`src/rtl/decade_pkg.sv`:
```
package decade_pkg;

   localparam int unsigned DIGIT_W = 4;

   typedef logic [DIGIT_W-1:0] digit_t;

   localparam digit_t DIGIT_TOP = digit_t'(9);

   typedef enum logic [1:0] {
      OP_HOLD  = 2'd0,
      OP_STEP  = 2'd1,
      OP_LOAD  = 2'd2,
      OP_CLEAR = 2'd3
   } digit_op_e;

   // successor of a digit, including the fixed exit path of the six non-decimal codes
   function automatic digit_t digit_succ(input digit_t d);
      digit_t r;
      case (d)
         digit_t'(9):  r = digit_t'(0);
         digit_t'(10): r = digit_t'(11);
         digit_t'(11): r = digit_t'(4);
         digit_t'(12): r = digit_t'(13);
         digit_t'(13): r = digit_t'(4);
         digit_t'(14): r = digit_t'(15);
         digit_t'(15): r = digit_t'(0);
         default:      r = d + digit_t'(1);
      endcase
      return r;
   endfunction

endpackage

```
`src/rtl/dcnt_ctrl.sv`:
```
module dcnt_ctrl
   import decade_pkg::*;
(
   input  logic      rst_n,
   input  logic      load_n,
   input  logic      en_p,
   input  logic      en_t,
   output digit_op_e op
);

   always_comb begin
      if (!rst_n)              op = OP_CLEAR;
      else if (!load_n)        op = OP_LOAD;
      else if (en_p && en_t)   op = OP_STEP;
      else                     op = OP_HOLD;
   end

endmodule

```
`src/rtl/dcnt_next.sv`:
```
module dcnt_next
   import decade_pkg::*;
(
   input  digit_op_e op,
   input  digit_t    cur,
   input  digit_t    preset,
   output digit_t    nxt
);

   always_comb begin
      unique case (op)
         OP_CLEAR: nxt = '0;
         OP_LOAD:  nxt = preset;
         OP_STEP:  nxt = digit_succ(cur);
         default:  nxt = cur;
      endcase
   end

endmodule

```
`src/rtl/dcnt_reg.sv`:
```
module dcnt_reg
   import decade_pkg::*;
#(
   parameter bit SYNC_RESET = 1'b0
) (
   input  logic   clk,
   input  logic   rst_n,
   input  digit_t d,
   output digit_t q
);

   generate
      if (SYNC_RESET) begin : g_sync_clr
         // clearing arrives through d from the control decode
         always_ff @(posedge clk) begin
            q <= d;
         end
      end else begin : g_async_clr
         always_ff @(posedge clk or negedge rst_n) begin
            if (!rst_n) q <= '0;
            else        q <= d;
         end
      end
   endgenerate

endmodule

```
`src/rtl/dcnt_carry.sv`:
```
module dcnt_carry
   import decade_pkg::*;
(
   input  digit_t cur,
   input  logic   en_t,
   output logic   carry
);

   assign carry = en_t && (cur == DIGIT_TOP);

endmodule

```
`src/rtl/decade_counter_stage.sv`:
```
module decade_counter_stage
   import decade_pkg::*;
#(
   parameter bit          SYNC_RESET = 1'b0,
   parameter int unsigned CNT_W      = 4
) (
   input  logic             clk,
   input  logic             reset_n,
   input  logic             load_n,
   input  logic             enable_p,
   input  logic             enable_t,
   input  logic [CNT_W-1:0] preset,
   output logic [CNT_W-1:0] count,
   output logic             carry
);

   generate
      if (CNT_W != DIGIT_W) begin : g_bad_width
         $error("decade_counter_stage: CNT_W must equal 4");
      end
   endgenerate

   digit_op_e op;
   digit_t    cur_q;
   digit_t    nxt_d;

   dcnt_ctrl u_ctrl (
      .rst_n (reset_n),
      .load_n(load_n),
      .en_p  (enable_p),
      .en_t  (enable_t),
      .op    (op)
   );

   dcnt_next u_next (
      .op    (op),
      .cur   (cur_q),
      .preset(digit_t'(preset)),
      .nxt   (nxt_d)
   );

   dcnt_reg #(.SYNC_RESET(SYNC_RESET)) u_reg (
      .clk  (clk),
      .rst_n(reset_n),
      .d    (nxt_d),
      .q    (cur_q)
   );

   dcnt_carry u_carry (
      .cur  (cur_q),
      .en_t (enable_t),
      .carry(carry)
   );

   assign count = CNT_W'(cur_q);

   AST_LOAD_TAKES: assert property (@(posedge clk) disable iff (!reset_n)
      !load_n |=> count == $past(preset)) else $error("load");

   AST_STEP_UP: assert property (@(posedge clk) disable iff (!reset_n)
      (load_n && enable_p && enable_t && count < CNT_W'(9)) |=> count == $past(count) + CNT_W'(1))
      else $error("step");

   AST_WRAP_ZERO: assert property (@(posedge clk) disable iff (!reset_n)
      (load_n && enable_p && enable_t && count == CNT_W'(9)) |=> count == '0)
      else $error("wrap");

   AST_HOLD_STILL: assert property (@(posedge clk) disable iff (!reset_n)
      (load_n && !(enable_p && enable_t)) |=> $stable(count)) else $error("hold");

   AST_CARRY_GATED: assert property (@(posedge clk) disable iff (!reset_n)
      carry |-> enable_t) else $error("carry gate");

   AST_CARRY_INVALID: assert property (@(posedge clk) disable iff (!reset_n)
      (count > CNT_W'(9)) |-> !carry) else $error("carry invalid");

   AST_INVALID_EXIT: assert property (@(posedge clk) disable iff (!reset_n)
      (load_n && enable_p && enable_t && count > CNT_W'(9))
      |=> (count == CNT_W'(11) || count == CNT_W'(13) || count == CNT_W'(15)
           || count == CNT_W'(4) || count == '0)) else $error("invalid exit");

endmodule

```
`config.mk`:
```
export PLATFORM = sky130hd
export DESIGN_NAME = decade_counter_stage
export DESIGN_NICKNAME = d
export VERILOG_FILES = /design/src/rtl/decade_pkg.sv /design/src/rtl/dcnt_ctrl.sv /design/src/rtl/dcnt_next.sv /design/src/rtl/dcnt_reg.sv /design/src/rtl/dcnt_carry.sv /design/src/rtl/decade_counter_stage.sv
export SDC_FILE = /design/constraint.sdc
export NUM_CORES = 1
export LEC_CHECK = 0
export BUFFER_PORTS_ARGS = -buffer_cell sky130_fd_sc_hd__buf_2
export CAP_MARGIN = 20
export CORE_AREA = 2 2 39 41
export CTS_BUF_LIST = sky130_fd_sc_hd__clkbuf_8
export DETAILED_ROUTE_END_ITERATION = 7
export DIE_AREA = 0 0 41 43
export SLEW_MARGIN = 20
export SYNTH_ARGS = -nofsm -noshare
export SYNTH_HDL_FRONTEND = slang
export SYNTH_SLANG_ARGS = --single-unit
```
`constraint.sdc`:
```
create_clock -name clk -period 1.6 [get_ports clk]
set_input_delay 0.08 -clock clk [delete_from_list [all_inputs] [get_ports clk]]
set_output_delay 0.08 -clock clk [all_outputs]
set_load 0.005 [all_outputs]
```
==> summary.txt, run 1 <==
design area = 519.2 um^2
Synth Area in Compound Gates = 0.3007
Worst path max stage delay = 0.42 ns
Slew HR = 0.8221
PortBufs = 13
gpl congestion = 0.8514
syn avg cell area = 8.230 um^2
RSZ-0062 raised after global routing = false
commonest non-fill, non-tap cell in the layout = buf_2
H-tree depth = 1
Final min period = 1.498 ns
first-pass GRT wire length = 1483 um
largest family of logic cells by synthesized area = compound AO/OA/AOI/OAI gates
Slew Viols, Final = 0
Hold/Removal Path Class = in2reg
share of cells above drive strength 1 = 0.4098
top cell type's share of synthesized area = 0.2703
worst slew pin tran = 0.2669 ns
status = completed
delay-heaviest family, CP = compound AO/OA/AOI/OAI gates
Fin. Hold Viols = 0
first-pass iteration count of the detailed router = 4
GRT Util Overall = 0.1368
CTS Sinks = 4
Required @ worst endpoint = 1.73 ns
Crit path top cell by count = a211oi_2
clock buffer depth = 2
max reg flops = 4
Die X-Extent = 41 um
Setup WS pre-CTS = 0.03540 ns
Post-Synth Simple-Gate Area = 0.2399
Die Footprint = 1763 um^2
WP buf/inv = 1
register area share after synthesis = 0.2703
post-synthesis mux area share = 0
initial antenna violation count = 0
initial core utilization = 0.2676
Max Clock Freq = 667.5 MHz
Synth cell types = 23
FF+latch count, synth = 4
post-synth net total = 58
final worst setup slack = 0.1019 ns
later-pin clock latency in the skew report = 0.23 ns
Leak Pwr = 0.0002222 uW
largest cells by area after synthesis = dfrtp_1 (27%), ha_1 (14%), a211oi_2 (6.8%)
critical path fanouts, max = 7
final HPWL from detailed placement = 664.7 um
Cell Area, Synth = 370.4 um^2
peak supply drop = 372.6 uV
core box area = 1384 um^2
largest area contributor in the netlist = dfrtp_1
hold_ws = 0.1060 ns
adder-cell share of the synthesized area = 0.1351
critical-path cell list = inv_1, ha_2, a211oi_2, o21ai_1, and4_1, a211oi_2
Syn. warnings = 0
startpoint types = register
routed vias/inst = 5.494
Final Cycle Share = 0.9363
area grow syn2layout = 40.20%
final antenna diode count = 0
Final setup viols = 0
Final TNS setup = 0 ns
Cells after Synth = 45
total gr overflow = 0
via count = 423
TritonCTS Buffers = 3
Die H = 43 um
Nets = 76
CP max-delay cell = dfrtp_2
vias in the first global route = 348
Filler cells = 157
clk slew on worst S/H paths = 0.03 ns
top flop regs = u_reg.q: 4 flops
largest net degree at the start of global routing = 11
xor and xnor area share after synthesis = 0
row cnt = 14
routed wire length = 1010 um
initial drt markers = 7
Max Cap Viol = 0
# DRC = 0
Avg WL per Cell = 13.12 um
Clock Skews = 0.004498 ns
CTS tree = built
antenna violation net count after detailed routing = 0
Clock Tree Root = clkbuf_8
WS Path Type = reg2reg
crit end category = register
placed inst area = 446.7 um^2
CP arrival = 1.63 ns
most flop-heavy register = u_reg.q
Ports = 14
Pwr per Cell Area = 855.5 nW/um^2
==> worst register-to-register path, delay by kind of cell (launching register included) <==
kind	cells	cell delay, ns
compound gates	3	0.47
buf+inv	1	0.08
fa+ha+maj	1	0.22
simple gates	1	0.21
flops	1	0.42
==> logic make-up after synthesis <==
| family | count (synthesis) |
|---|---|
| adders and majority gates | 4 |
| buffers and inverters | 5 |
| and+or+nand+nor | 16 |
| AOI/OAI and AO/OA | 16 |
| DFF | 4 |
==> through the flow <==
step                power, uW  std cells    util
finish                  444.2         77  0.3752
global placement        208.0         72  0.3228
global route            464.9         77  0.3752
detailed placement      209.7         72  0.3228
floorplan               177.3         45       -
CTS                     432.5         76  0.3599
==> Yosys cell counts <==
| master | number |
|---|---|
| nand4_1 | 2 |
| buf_2 | 1 |
| nand3b_1 | 1 |
| o21ai_1 | 2 |
| and4_1 | 2 |
| dfrtp_1 | 4 |
| clkbuf_1 | 1 |
| inv_1 | 3 |
| nand2b_1 | 1 |
| nor3_1 | 2 |
| o21ai_0 | 3 |
| o221a_2 | 1 |
| ha_1 | 4 |
| nor4_1 | 1 |
| nand2_1 | 3 |
| o211ai_1 | 1 |
| a211oi_1 | 1 |
| and2_1 | 1 |
| nor2_1 | 3 |
| a31oi_1 | 2 |
| o21a_1 | 1 |
| a211oi_2 | 2 |
| a21oi_1 | 3 |
==> final timing paths <==
kind	cells after the start	slack, ns	end	startpoint
min in group asynchronous	2	0.23	u_reg.q[0]$_DFFE_PN0P_	reset_n
max	6	0.10	u_reg.q[1]$_DFFE_PN0P_	u_reg.q[1]$_DFFE_PN0P_
max in group asynchronous	2	1.17	u_reg.q[1]$_DFFE_PN0P_	reset_n
min	3	0.11	u_reg.q[0]$_DFFE_PN0P_	preset[0]
min reg2reg	2	0.66	u_reg.q[3]$_DFFE_PN0P_	u_reg.q[3]$_DFFE_PN0P_
max reg2reg	6	0.10	u_reg.q[1]$_DFFE_PN0P_	u_reg.q[1]$_DFFE_PN0P_
==> cell type report <==
cell class	count	area (um^2)	area share
inverter	3	11.26	0.02169
multi-input combinational	36	261.5	0.5036
clock buffer	3	41.29	0.07952
sequential	4	102.6	0.1976
timing repair buffer	15	82.58	0.1590
tap	16	20.02	0.03855
==> power breakdown <==
group | internal (uW) | total, uW | switching (uW) | leakage, uW
logic | 45.8 | 95.6 | 49.8 | 0.000151
clock network | 161 | 223 | 62.1 | 0.0000216
registers | 110 | 125 | 15.4 | 0.0000492
==> layer usage <==
layer	GRT usage	vias up	routed length, um
met1	0.1618	192	456
met2	0.1625	22	421
li1	-	204	-
met5	0	-	0
met4	0.1200	0	43
met3	0.08377	5	88
==> timing repair <==
item,4_1_cts,5_1_grt
resized for setup,0,5
endpoints found under the hold margin,4,0
setup endpoints to repair,0,3
buffers inserted,0,1
hold buffers,1,0
(Power assumes the default switching activity.)
==> run 2: changes to the inputs <==
--- a/config.mk
+++ b/config.mk
@@ -8,7 +8,6 @@
 export BUFFER_PORTS_ARGS = -buffer_cell sky130_fd_sc_hd__buf_2
 export CAP_MARGIN = 20
 export CORE_AREA = 2 2 39 41
-export CTS_BUF_LIST = sky130_fd_sc_hd__clkbuf_8
 export DETAILED_ROUTE_END_ITERATION = 7
 export DIE_AREA = 0 0 41 43
 export SLEW_MARGIN = 20
==> summary.txt, run 2 (synthesized netlist as in run 1, its figures left out) <==
status = completed
GRT Util Overall = 0.1318 (-0.005030)
highest routed layer = met4
worst hold start = preset[0]
Slew Viols, Final = 0 (unchanged)
Clock Tree Root = clkbuf_4
placed inst area = 446.7 um^2 (unchanged)
Crit Reg-Reg Startpoint = u_reg.q[1]$_DFFE_PN0P_
first-pass iteration count of the detailed router = 4 (unchanged)
commonest non-fill, non-tap cell in the layout = buf_2
Clock Skews = 0.006201 ns (+0.001703 ns)
largest net degree at the start of global routing = 11 (unchanged)
Pwr per Cell Area = 699.4 nW/um^2 (-18%)
Leak Pwr = 0.0002144 uW (-3.5%)
CTS Sinks = 4 (unchanged)
initial core utilization = 0.2676 (unchanged)
utilization after layout = 0.3617 (-0.01356)
TritonCTS Buffers = 3 (unchanged)
max reg flops = 4 (unchanged)
peak supply drop = 280.1 uV (-25%)
delay-heaviest family, CP = compound AO/OA/AOI/OAI gates
vias in the first global route = 348 (unchanged)
final HPWL from detailed placement = 664.7 um (unchanged)
final worst setup slack = 0.1300 ns (+0.02813 ns)
initial antenna violation count = 0 (unchanged)
most flop-heavy register = u_reg.q
clk slew on worst S/H paths = 0.04 ns (about the same)
via count = 407 (-3.8%)
routed wire length = 975 um (-3.5%)
worst hold stages = 3 (unchanged)
critical path fanouts, max = 7 (unchanged)
share of cells above drive strength 1 = 0.4098 (unchanged)
WP buf/inv = 1 (unchanged)
Setup WS pre-CTS = 0.03540 ns (unchanged)
Crit path top cell by count = a211oi_2
Die X-Extent = 41 um (unchanged)
total gr overflow = 0 (unchanged)
Nets = 76 (unchanged)
Avg WL per Cell = 12.66 um (-3.5%)
Final Cycle Share = 0.9187 (-0.01758)
Final setup viols = 0 (unchanged)
gpl congestion = 0.8514 (unchanged)
Max Clock Freq = 680.3 MHz (+1.9%)
Ports = 14 (unchanged)
depth of the most critical reg-to-reg path = 6 (unchanged)
design area = 500.5 um^2 (-3.6%)
H-tree depth = 1 (unchanged)
PortBufs = 13 (unchanged)
Hold EP = u_reg.q[0]$_DFFE_PN0P_
Max Cap Viol = 0 (unchanged)
area grow syn2layout = 35.14%
startpoint types = register
first-pass GRT wire length = 1469 um (-0.94%)
Final Instance Count excl. Fillers = 77 (unchanged)
final antenna diode count = 0 (unchanged)
row cnt = 14 (unchanged)
critical-path cell list = inv_1, ha_2, a211oi_2, o21ai_1, and4_1, a211oi_2
Post-Place Cells = 72 (unchanged)
met1 WL = 440 um (-3.5%)
routed vias/inst = 5.286 (-3.8%)
CTS tree = built
Hold/Removal Path Class = in2reg
CP max-delay cell = dfrtp_2
Worst path max stage delay = 0.42 ns (about the same)
# DRC = 0 (unchanged)
later-pin clock latency in the skew report = 0.24 ns (about the same)
Die Footprint = 1763 um^2 (unchanged)
Final min period = 1.470 ns (-0.02813 ns)
met3 routed WL = 66 um (-25%)
CP arrival = 1.61 ns (-0.02 ns)
Required @ worst endpoint = 1.74 ns (about the same)
core box area = 1384 um^2 (unchanged)
clock buffer depth = 2 (unchanged)
antenna violation net count after detailed routing = 0 (unchanged)
flop2flop setup slack = 0.13 ns (+0.03 ns)
top flop regs = u_reg.q: 4 flops
Final TNS setup = 0 ns (unchanged)
Reg2Reg Capture Point = u_reg.q[1]$_DFFE_PN0P_
Fin. Hold Viols = 0 (unchanged)
Slew HR = 0.8198 (-0.002263)
worst slew pin tran = 0.2703 ns (+0.003395 ns)
crit end category = register
RSZ-0062 raised after global routing = false
met2 routed WL = 456 um (+8.3%)
Die H = 43 um (unchanged)
initial drt markers = 9 (+2)
WS Path Type = reg2reg
-- run 2: worst max-delay path by stage --
stage                     depth (start not counted)                    from                endpoint
after detailed placement                          6  u_reg.q[0]$_DFFE_PN0P_  u_reg.q[1]$_DFFE_PN0P_
final                                             6  u_reg.q[1]$_DFFE_PN0P_  u_reg.q[1]$_DFFE_PN0P_
after global placement                            6  u_reg.q[0]$_DFFE_PN0P_  u_reg.q[3]$_DFFE_PN0P_
after global routing                              5  u_reg.q[0]$_DFFE_PN0P_  u_reg.q[1]$_DFFE_PN0P_
after floorplan                                   6  u_reg.q[0]$_DFFE_PN0P_  u_reg.q[3]$_DFFE_PN0P_
after CTS                                         6  u_reg.q[0]$_DFFE_PN0P_  u_reg.q[1]$_DFFE_PN0P_
-- run 2: area by class of cell --
cell class	count	area (um^2)
timing repair buffer	15	82.58
inverter	3	11.26
clock buffer	3	22.52
multi-input combinational	36	261.5
fill	161	883.3
sequential	4	102.6
tap	16	20.02
-- run 2: worst reg2reg max path, stage by stage (launching register included) --
cell      delay, ns
dfrtp_2        0.42
inv_1          0.08
ha_2           0.22
a211oi_2       0.20
o21ai_1        0.09
and4_1         0.20
a211oi_2       0.17
-- run 2: per-stage QoR --
stage	hold WS [ns]	total power (uW)
CTS	0.09184	344.9
floorplan	-0.2156	177.3
global route	0.09145	377.1
detailed placement	-0.07092	209.7
global placement	-0.07643	208.0
finish	0.08968	350.0
-- run 2: what timing repair did --
| item | 4_1_cts | 5_1_grt |
|---|---|---|
| endpoints found under the setup margin | 0 | 2 |
| gates resized for setup | 0 | 5 |
| hold endpoints to repair | 4 | 0 |
| hold buffers | 1 | 0 |
| buffers inserted | 0 | 1 |
-- run 2: layer usage --
metal,vias up,GRT usage
met5,-,0
met4,0,0.08000
met3,2,0.08377
met2,14,0.1656
met1,188,0.1618
li1,203,-
-- run 2: report_power, final --
part | switching, uW | internal [uW]
logic | 49.3 | 45.8
clock network | 45.6 | 84.2
registers | 15.4 | 110
total | 110 | 240
==> run 3: changes to the inputs <==
--- a/config.mk
+++ b/config.mk
@@ -10,6 +10,8 @@
 export CORE_AREA = 2 2 39 41
 export DETAILED_ROUTE_END_ITERATION = 7
 export DIE_AREA = 0 0 41 43
+export PLACE_DENSITY_LB_ADDON = 0.3
+export SETUP_SLACK_MARGIN = 0.02
 export SLEW_MARGIN = 20
 export SYNTH_ARGS = -nofsm -noshare
 export SYNTH_HDL_FRONTEND = slang
==> summary.txt, run 3 (synthesized netlist as in run 1, its figures left out) <==
max reg flops = 4 (unchanged)
most flop-heavy register = u_reg.q
area occupied by multi-input gates = 256.5 um^2 (-1.9%)
Final Cycle Share = 0.9416 (+0.02283)
Die Footprint = 1763 um^2 (unchanged)
Power, Total = 352.0 uW (+0.56%)
commonest non-fill, non-tap cell in the layout = buf_2
Slew Viols, Final = 0 (unchanged)
Critical path origin = u_reg.q[1]$_DFFE_PN0P_
Leak Pwr = 0.0002249 uW (+4.9%)
via count = 411 (+0.98%)
Setup WS pre-CTS = 0.09709 ns (+0.06169 ns)
critical-path cell list = inv_1, ha_1, a211oi_2, o21ai_1, and4_1, a211oi_2
Max Clock Freq = 663.8 MHz (-2.4%)
clock share of power = 0.374 (+0.003)
WS Path Type = reg2reg
GRT Util Overall = 0.1286 (-0.003148)
# DRC = 0 (unchanged)
clk slew on worst S/H paths = 0.04 ns (about the same)
Avg WL per Cell = 12.86 um (+1.6%)
Slew HR = 0.8230 (+0.003167)
core box area = 1384 um^2 (unchanged)
critical path fanouts, max = 6 (-1)
Reg2Reg Capture Point = u_reg.q[1]$_DFFE_PN0P_
Max Cap Viol = 0 (unchanged)
Die H = 43 um (unchanged)
Worst path max stage delay = 0.43 ns (about the same)
Filler cells = 148 (-8.1%)
top flop regs = u_reg.q: 4 flops
final HPWL from detailed placement = 722.6 um (+8.7%)
share of cells above drive strength 1 = 0.3548 (-0.05500)
TritonCTS Buffers = 3 (unchanged)
Pwr per Cell Area = 703.4 nW/um^2 (+0.56%)
initial drt markers = 9 (unchanged)
routed wire length = 1003 um (+2.9%)
depth of the most critical reg-to-reg path = 6 (unchanged)
CTS Sinks = 4 (unchanged)
P_int = 240.2 uW (+0.15%)
first-pass GRT wire length = 1428 um (-2.8%)
Ports = 14 (unchanged)
CP arrival = 1.66 ns (+0.05 ns)
routed vias/inst = 5.269 (-0.31%)
worst slew pin tran = 0.2655 ns (-0.004751 ns)
Clock Tree Root = clkbuf_4
status = completed
Logic pwr share = 0.278 (+0.006)
flop2flop setup slack = 0.09 ns (-0.04 ns)
delay-heaviest family, CP = compound AO/OA/AOI/OAI gates
area grow syn2layout = 35.14% (unchanged)
WP buf/inv = 1 (unchanged)
row cnt = 14 (unchanged)
NetSw = 111.8 uW (+1.5%)
Crit Reg-Reg Startpoint = u_reg.q[1]$_DFFE_PN0P_
later-pin clock latency in the skew report = 0.24 ns (about the same)
total gr overflow = 0 (unchanged)
clock buffer depth = 2 (unchanged)
register area = 100.1 um^2 (-2.4%)
WP depth = 6 (unchanged)
Die X-Extent = 41 um (unchanged)
crit end category = register
final worst setup slack = 0.09349 ns (-0.03653 ns)
Final TNS setup = 0 ns (unchanged)
Final setup viols = 0 (unchanged)
Final min period = 1.507 ns (+0.03653 ns)
final antenna diode count = 0 (unchanged)
most frequent cells in the layout = buf_2 (13), ha_1 (4), dfrtp_1 (4)
Critical path destination = u_reg.q[1]$_DFFE_PN0P_
Clock Skews = 0.004323 ns (-0.001878 ns)
initial antenna violation count = 0 (unchanged)
CP max-delay cell = dfrtp_1
antenna violation net count after detailed routing = 0 (unchanged)
peak supply drop = 223.6 uV (-20%)
gpl congestion = 0.7246 (-15%)
Reg power frac = 0.347 (-0.011)
Crit path top cell by count = a211oi_2
H-tree depth = 1 (unchanged)
vias in the first global route = 314 (-9.8%)
startpoint types = register
sw frac = 0.3177 (+0.002823)
Required @ worst endpoint = 1.75 ns (about the same)
CTS tree = built
largest net degree at the start of global routing = 11 (unchanged)
initial core utilization = 0.2676 (unchanged)
Nets = 77 (+1.3%)
first-pass iteration count of the detailed router = 4 (unchanged)
RSZ-0062 raised after global routing = true
PortBufs = 13 (unchanged)
Fin. Hold Viols = 0 (unchanged)
Hold/Removal Path Class = in2reg
[run 3: cell types whose count changed in the layout (fill, tap and decap cells not counted)]
cell     delta
dfrtp_1     +2
dfrtp_2     -2
buf_4       +1
ha_2        -2
ha_1        +2
[run 3: metrics by stage]
stage	cells	instance area, um^2	util	hold WS [ns]
detailed placement	74	461.7	0.3336	-0.06712
global route	78	500.5	0.3617	0.1191
CTS	78	494.2	0.3571	0.09310
floorplan	45	370.4	-	-0.2156
global placement	74	461.7	0.3336	-0.07532
finish	78	500.5	0.3617	0.09459
[run 3: area by class of cell]
type	instances	share of cell area
sequential	4	0.2000
clock buffer	3	0.04500
multi-input combinational	36	0.5125
inverter	3	0.02250
timing repair buffer	16	0.1800
tap	16	0.04000
[run 3: how the worst min path moves through the flow]
stage / slack [ns] / cells past startpoint / to / start
2_1_floorplan: -0.22 / 0 / u_reg.q[0]$_DFFE_PN0P_ / reset_n
3_3_place_gp: -0.08 / 1 / u_reg.q[0]$_DFFE_PN0P_ / reset_n
3_5_place_dp: -0.07 / 1 / u_reg.q[3]$_DFFE_PN0P_ / reset_n
4_1_cts: 0.09 / 3 / u_reg.q[0]$_DFFE_PN0P_ / preset[0]
5_1_grt: 0.12 / 3 / u_reg.q[2]$_DFFE_PN0P_ / preset[2]
6_report: 0.09 / 3 / u_reg.q[0]$_DFFE_PN0P_ / preset[0]
[run 3: power groups by stage]
stage                     Combinational (uW)  Clock (uW)  Sequential, uW
after CTS                               94.5         138             122
after global routing                     109         146             124
final                                   98.0         132             122
after detailed placement                92.4           0             123
after global placement                  92.0           0             123
after floorplan                         54.7           0             123
[run 3: per-layer routing]
layer  vias up  global-route usage  wire, um
met5         -                   0         0
li1        205                   -         -
met1       188              0.1742       478
met3         4             0.04712        50
met4         0              0.1200        17
met2        14              0.1469       456
[run 3: timing repair]
item,4_1_cts,5_1_grt
resized for setup,0,1
hold buffers,1,0
endpoints found under the hold margin,4,0
endpoints found under the setup margin,0,1
buffers inserted,0,0
[run 3: tightest hold or removal path, delay by kind of cell]
| kind | cells | cell delay, ns |
|---|---|---|
| buffers and inverters | 1 | 0.07 |
| AND/OR/NAND/NOR | 1 | 0.07 |
| AO/OA/AOI/OAI | 1 | 0.07 |
